<file path="config.mk">
export PLATFORM = sky130hd
export DESIGN_NAME = pm_gate_ctrl
export DESIGN_NICKNAME = d
export VERILOG_FILES = /design/src/rtl/pm_gate_pkg.sv /design/src/rtl/pm_state_reg.sv /design/src/rtl/pm_cmd_keeper.sv /design/src/rtl/pm_irq_keeper.sv /design/src/rtl/pm_gate_ctrl.sv
export SDC_FILE = /design/constraint.sdc
export NUM_CORES = 1
export LEC_CHECK = 0
export BUFFER_PORTS_ARGS = -buffer_cell sky130_fd_sc_hd__buf_4
export CORE_MARGIN = 3
export CORE_UTILIZATION = 43
export CTS_CLUSTER_DIAMETER = 80
export DETAILED_ROUTE_END_ITERATION = 12
export PLACE_DENSITY = 0.84
export RECOVER_POWER = 25
export SKIP_CTS_REPAIR_TIMING = 1
export SYNTH_ARGS = -nofsm -noshare
export SYNTH_HDL_FRONTEND = slang
export SYNTH_SLANG_ARGS = --single-unit
export TNS_END_PERCENT = 5
</file>
<file path="constraint.sdc">
create_clock -name clk -period 1.3 [get_ports clk]
set_input_delay 0.13 -clock clk [delete_from_list [all_inputs] [get_ports clk]]
set_output_delay 0.13 -clock clk [all_outputs]
set_load 0.05 [all_outputs]
</file>
<file path="src/rtl/pm_gate_pkg.sv">
// Shared types and source indices for the power-state gating controller.
// Assumes a 2-bit state encoding that software writes directly.
package pm_gate_pkg;
    typedef enum logic [1:0] {
        PS_D0    = 2'b00,
        PS_D1    = 2'b01,
        PS_D2    = 2'b10,
        PS_D3HOT = 2'b11
    } pstate_t;

    typedef enum logic [1:0] {
        MODE_RUN  = 2'b00,
        MODE_DOZE = 2'b01,
        MODE_DEEP = 2'b10
    } core_mode_t;

    localparam int SRC_CORE   = 0;
    localparam int SRC_DMA    = 1;
    localparam int SRC_BUSRST = 2;
    localparam int NUM_SRC    = 3;
endpackage

</file>
<file path="src/rtl/pm_state_reg.sv">
// Holds the written power state and derives the core mode and the soft reset.
// Assumes writes take effect at the clock edge where pm_wr is sampled.
module pm_state_reg
    import pm_gate_pkg::*;
(
    input  logic       clk,
    input  logic       rst_n,
    input  logic       pm_wr,
    input  logic [1:0] pm_wdata,
    output pstate_t    pstate,
    output core_mode_t core_mode,
    output logic       soft_rst
);
    pstate_t state_q;

    // Load the power state on a write; hardware reset forces D0.
    always_ff @(posedge clk) begin
        if (!rst_n)     state_q <= PS_D0;
        else if (pm_wr) state_q <= pstate_t'(pm_wdata);
    end

    // Map the state onto the core operating mode.
    always_comb begin
        unique case (state_q)
            PS_D0:   core_mode = MODE_RUN;
            PS_D1:   core_mode = MODE_DOZE;
            default: core_mode = MODE_DEEP;
        endcase
    end

    assign pstate   = state_q;
    assign soft_rst = (state_q == PS_D3HOT);

    // A write of D3hot must put the soft reset up on the next cycle.
    assert_d3_srst_R11: assert property (@(posedge clk) disable iff (!rst_n)
        (pm_wr && pm_wdata == 2'b11) |=> soft_rst);
endmodule

</file>
<file path="src/rtl/pm_cmd_keeper.sv">
// Stores the command register and presents its gated view for each power state.
// Assumes D3hot clears the stored value on every cycle it lasts.
module pm_cmd_keeper
    import pm_gate_pkg::*;
#(
    parameter int              CMD_W     = 16,
    parameter logic [CMD_W-1:0] GATE_MASK = 16'h0147
) (
    input  logic             clk,
    input  logic             rst_n,
    input  pstate_t          pstate,
    input  logic             cmd_wr,
    input  logic [CMD_W-1:0] cmd_wdata,
    output logic [CMD_W-1:0] cmd_out
);
    logic [CMD_W-1:0] cmd_q;

    // Keep the stored command; D3hot wipes it and refuses writes.
    always_ff @(posedge clk) begin
        if (!rst_n)                   cmd_q <= '0;
        else if (pstate == PS_D3HOT)  cmd_q <= '0;
        else if (cmd_wr)              cmd_q <= cmd_wdata;
    end

    // Present the stored value with the state's suppression applied.
    always_comb begin
        unique case (pstate)
            PS_D2:    cmd_out = cmd_q & ~GATE_MASK;
            PS_D3HOT: cmd_out = '0;
            default:  cmd_out = cmd_q;
        endcase
    end

    // In D2 the saved value survives untouched unless software writes it.
    assert_d2_keep_R6: assert property (@(posedge clk) disable iff (!rst_n)
        (pstate == PS_D2 && !cmd_wr) |=> $stable(cmd_q));

    // A cycle spent in D3hot leaves nothing stored.
    assert_d3_wipe_R7: assert property (@(posedge clk) disable iff (!rst_n)
        (pstate == PS_D3HOT) |=> (cmd_q == '0));
endmodule

</file>
<file path="src/rtl/pm_irq_keeper.sv">
// Records interrupt events per source and raises the request when the state allows.
// Assumes events are single-cycle pulses and a set wins over a clear in one cycle.
module pm_irq_keeper
    import pm_gate_pkg::*;
#(
    parameter int N_SRC = NUM_SRC
) (
    input  logic             clk,
    input  logic             rst_n,
    input  pstate_t          pstate,
    input  logic [N_SRC-1:0] evt,
    input  logic [N_SRC-1:0] clr,
    output logic             irq_req
);
    logic [N_SRC-1:0] pend_q;

    for (genvar i = 0; i < N_SRC; i++) begin : g_src
        logic accept;
        logic bit_q;

        if (i == SRC_BUSRST) begin : g_br
            assign accept = (pstate == PS_D0);
        end else begin : g_std
            assign accept = (pstate != PS_D3HOT);
        end

        // Sticky pending bit; D3hot clears it, a new event outranks a clear.
        always_ff @(posedge clk) begin
            if (!rst_n)                  bit_q <= 1'b0;
            else if (pstate == PS_D3HOT) bit_q <= 1'b0;
            else if (evt[i] && accept)   bit_q <= 1'b1;
            else if (clr[i])             bit_q <= 1'b0;
        end

        assign pend_q[i] = bit_q;
    end

    assign irq_req = ((pstate == PS_D0) || (pstate == PS_D1)) && (|pend_q);

    // A bus-reset pending bit can only come from an event seen in D0.
    assert_busrst_d0_only_R9: assert property (@(posedge clk) disable iff (!rst_n)
        $rose(pend_q[SRC_BUSRST]) |-> ($past(pstate) == PS_D0));

    // Soft reset leaves no pending interrupt behind.
    assert_d3_flush_R11: assert property (@(posedge clk) disable iff (!rst_n)
        (pstate == PS_D3HOT) |=> (pend_q == '0));
endmodule

</file>
<file path="src/rtl/pm_gate_ctrl.sv">
// Top of the power-state gating controller: state, command gating and interrupt hold.
// Assumes a single function and software-driven state changes only.
module pm_gate_ctrl
    import pm_gate_pkg::*;
#(
    parameter int              CMD_W     = 16,
    parameter logic [CMD_W-1:0] GATE_MASK = 16'h0147
) (
    input  logic             clk,
    input  logic             rst_n,
    input  logic             pm_wr,
    input  logic [1:0]       pm_wdata,
    input  logic             cmd_wr,
    input  logic [CMD_W-1:0] cmd_wdata,
    input  logic             evt_core,
    input  logic             evt_dma,
    input  logic             evt_busrst,
    input  logic [2:0]       irq_clr,
    output logic [1:0]       pm_state_rd,
    output logic [CMD_W-1:0] cmd_out,
    output logic [1:0]       core_mode,
    output logic             irq_req,
    output logic             soft_rst,
    output logic             bus_oe
);
    pstate_t          pstate;
    core_mode_t       mode;
    logic [NUM_SRC-1:0] evt_vec;

    assign evt_vec = {evt_busrst, evt_dma, evt_core};

    pm_state_reg u_state (
        .clk       (clk),
        .rst_n     (rst_n),
        .pm_wr     (pm_wr),
        .pm_wdata  (pm_wdata),
        .pstate    (pstate),
        .core_mode (mode),
        .soft_rst  (soft_rst)
    );

    pm_cmd_keeper #(.CMD_W(CMD_W), .GATE_MASK(GATE_MASK)) u_cmd (
        .clk       (clk),
        .rst_n     (rst_n),
        .pstate    (pstate),
        .cmd_wr    (cmd_wr),
        .cmd_wdata (cmd_wdata),
        .cmd_out   (cmd_out)
    );

    pm_irq_keeper #(.N_SRC(NUM_SRC)) u_irq (
        .clk     (clk),
        .rst_n   (rst_n),
        .pstate  (pstate),
        .evt     (evt_vec),
        .clr     (irq_clr),
        .irq_req (irq_req)
    );

    assign pm_state_rd = pstate;
    assign core_mode   = mode;
    assign bus_oe      = ~soft_rst;

    // Coma mode never shows a bus-facing enable.
    assert_coma_gate_R5: assert property (@(posedge clk) disable iff (!rst_n)
        (core_mode == MODE_DEEP) |-> ((cmd_out & GATE_MASK) == '0));

    // While soft reset is held, the command view and the request are silent.
    assert_srst_quiet_R11: assert property (@(posedge clk) disable iff (!rst_n)
        soft_rst |-> (cmd_out == '0 && !irq_req));
endmodule

</file>
==> results.tsv <==
stage	metric	value	unit
setup_path	crit path DAT	1170	ps
power	power density over the cells	1020	mW/mm^2
floorplan	core area	0.00200	mm^2
global_route	global route total overflow	0	
logic_synthesis	Syn Nets	123	
logic_synthesis	Syn Inst Count	95	
place	placed cell areas	0.00129	mm^2
cts	CTS tree	done	
setup_path	startpoint types	flop	
sta	Final Hold Viols	0	
sta	Final min period	1300	ps
run	Max Cap Violations	0	
logic_synthesis	Area contributors post-synth	dfxtp_1 45%, mux2i_1 19%, nor2_1 8.1%	
route	Iter 0 DRT Violations	5	
route	drt pass-1 iters	4	
sta	pins over their slew limit	0	
place	# placed instances	166	
floorplan	Initial Utilization	46.2	%
place	dpl hpwl	1540	um
route	drt wl/cell	11.8	um
setup_path	most frequent CP cell	buf_6	
floorplan	row count	16	
route	drt drc	0	
sta	Max Clock Skew	0.613	ps
cts	clk_lat worst skew	280	ps
sta	maximum clock frequency	769	MHz
logic_synthesis	Seq/Total Area, Yosys	45.5	%
sta	Tightest Pin Transition	270	ps
logic_synthesis	Synth Cell Area	925	um^2
global_route	first-pass GRT wire length	3170	um
floorplan	Die X	52.4	um
route	routed wire length	2040	um
floorplan	die area	0.00274	mm^2
floorplan	IO Pins	51	
power	Leakage Power	0.723	nW
place	dpl ws	141	ps
sta	Rel. slew slack	82.0	%
final_layout	share of post-route cells with drive strength above 1	47.6	%
final_layout	Layout Nets	174	
place	PortBufs	50	
setup_path	slowest stage delay, CP	420	ps
cts	root buf cell	clkbuf_4	
route	Via density	4.59	
logic_synthesis	share of the synthesized area in the top cell type	45.5	%
logic_synthesis	Netlist cell types	14	
global_route	gr usage total	15.4	%
outcome	outcome	complete, but fails checks	
final_layout	Fillers	176	
setup_path	CP Cell Sequence	buf_6 > and2b_1 > buf_6	
global_route	pin count of the biggest net entering global routing	19	
place	gpl congestion	0.671	
final_layout	final instance area	0.00142	mm^2
global_route	initial antenna violation count	0	
final_layout	ant diodes	0	
cts	Worst-path clk slew	100	ps
setup_path	kind of end point of the critical path	primary output	
cts	CTS Buffer Depth	2	
route	routed vias	789	
final_layout	Reg area	428	um^2
logic_synthesis	area leader, netlist	dfxtp_1	
final_layout	area grow syn2layout	53.3	%
sta	final count of negative-setup-slack endpoints	1	
sta	Final Cycle Share	100	%
global_route	vias in the first global route	799	
setup_path	CP max FO	5	
outcome	failing checks	setup timing	
setup_path	WS Path Type	reg -> out	
route	post-route ant nets	0	
logic_synthesis	synthesis-stage register bit count	21	
cts	Clock Sinks	21	
worst_hold_path	Hold Crit Class	in -> reg	
cts	Num CTS Buffers	3	
setup_path	Critical-path top delay cell	dfxtp_4	
logic_synthesis	Avg Cell Area, Syn	9.73	um^2
cts	CTS HTree Levels	1	
sta	post-route setup slack	-0.609	ps
setup_path	Data required, critical path	1170	ps
floorplan	die height	52.4	um
sta	RSZ-0062 raised after global routing	true	
final_layout	multi-input logic area	457	um^2
power	Peak supply drop	0.755	mV
final_layout	fin cells	172	
logic_synthesis	yosys warns	0	
[cell usage in the layout (no fill, tap or decap), drive strengths merged]
cell type,n
buf,52
dfxtp,21
nor2,20
mux2i,18
and2,11
and2b,5
inv,4
nor2b,4
clkbuf,4
a21oi,2
nand2,2
nor3,1
a32oi,1
[Yosys cell counts]
cell type and count:
inv_1 4, a32oi_1 1, nor2b_1 4, nor2_1 20
buf_4 1, and2b_1 5, nand2_4 2, nor3_1 1
mux2i_1 18, buf_6 4, dfxtp_1 21, and2_1 11
clkbuf_1 1, a21oi_1 2
[per-layer routing]
| metal | track usage (%) | share of wire, % |
|---|---|---|
| met5 | 0 | 0 |
| met1 | 17.6 | 38 |
| met2 | 28.5 | 52 |
| met3 | 3.42 | 10 |
| met4 | 3.83 | 0 |
[metrics by stage]
| step | hold WS (ps) | power, mW | TNS, ps | utilization (%) |
|---|---|---|---|---|
| after global placement | 336 | 1.12 | 0 | 64.6 |
| after global routing | 55.5 | 1.51 | -570 | 70.8 |
| after floorplan | 247 | 0.995 | -374 | - |
| final | 48.4 | 1.44 | -0.609 | 70.8 |
| after CTS | 28.8 | 1.43 | -2110 | 65.9 |
| after detailed placement | 340 | 1.13 | 0 | 64.6 |
[cell type report]
| type | count | area share [%] |
|---|---|---|
| multi-input combinational | 64 | 32.2 |
| timing repair buffer | 52 | 32.3 |
| tap | 27 | 2.38 |
| sequential | 21 | 30.2 |
| inverter | 4 | 1.06 |
| clock buffer | 4 | 1.85 |
[power breakdown]
part | internal, mW | switching, mW | total (mW)
logic | 0.194 | 0.249 | 0.444
registers | 0.683 | 0.0264 | 0.709
clock network | 0.119 | 0.170 | 0.289
[path summary, 6_finish.rpt]
check | startpoint | slack (ps) | to | cells past startpoint
max | u_state.pstate[1] | -0.6 | cmd_out[2] | 3
min | evt_dma | 50 | u_irq.g_src[1].bit_q | 3
max reg2reg | u_state.pstate[1] | 400 | u_irq.g_src[2].bit_q | 4
min reg2reg | u_cmd.cmd_q[13] | 500 | u_cmd.cmd_q[13] | 2
[critical path, delay by kind of cell, from the launching register on]
family	cells	cell delay, ps
DFF	1	420
buffers and inverters	2	280
and+or+nand+nor	1	180
[logic make-up (layout without fill, tap and decap cells)]
logic type	Yosys count	after routing	share of synthesized area, %
buffers and inverters	10	60	7.71
muxes	18	18	19.5
and+or+nand+nor	43	43	25.3
DFF	21	21	45.5
AOI/OAI and AO/OA	3	3	2.03
[registers in the layout (all words and copies together), names as in the netlist]
name,flops
u_cmd.cmd_q,16
u_irq.g_src.bit_q,3
u_state.pstate,2
(Power assumes the default switching activity.)
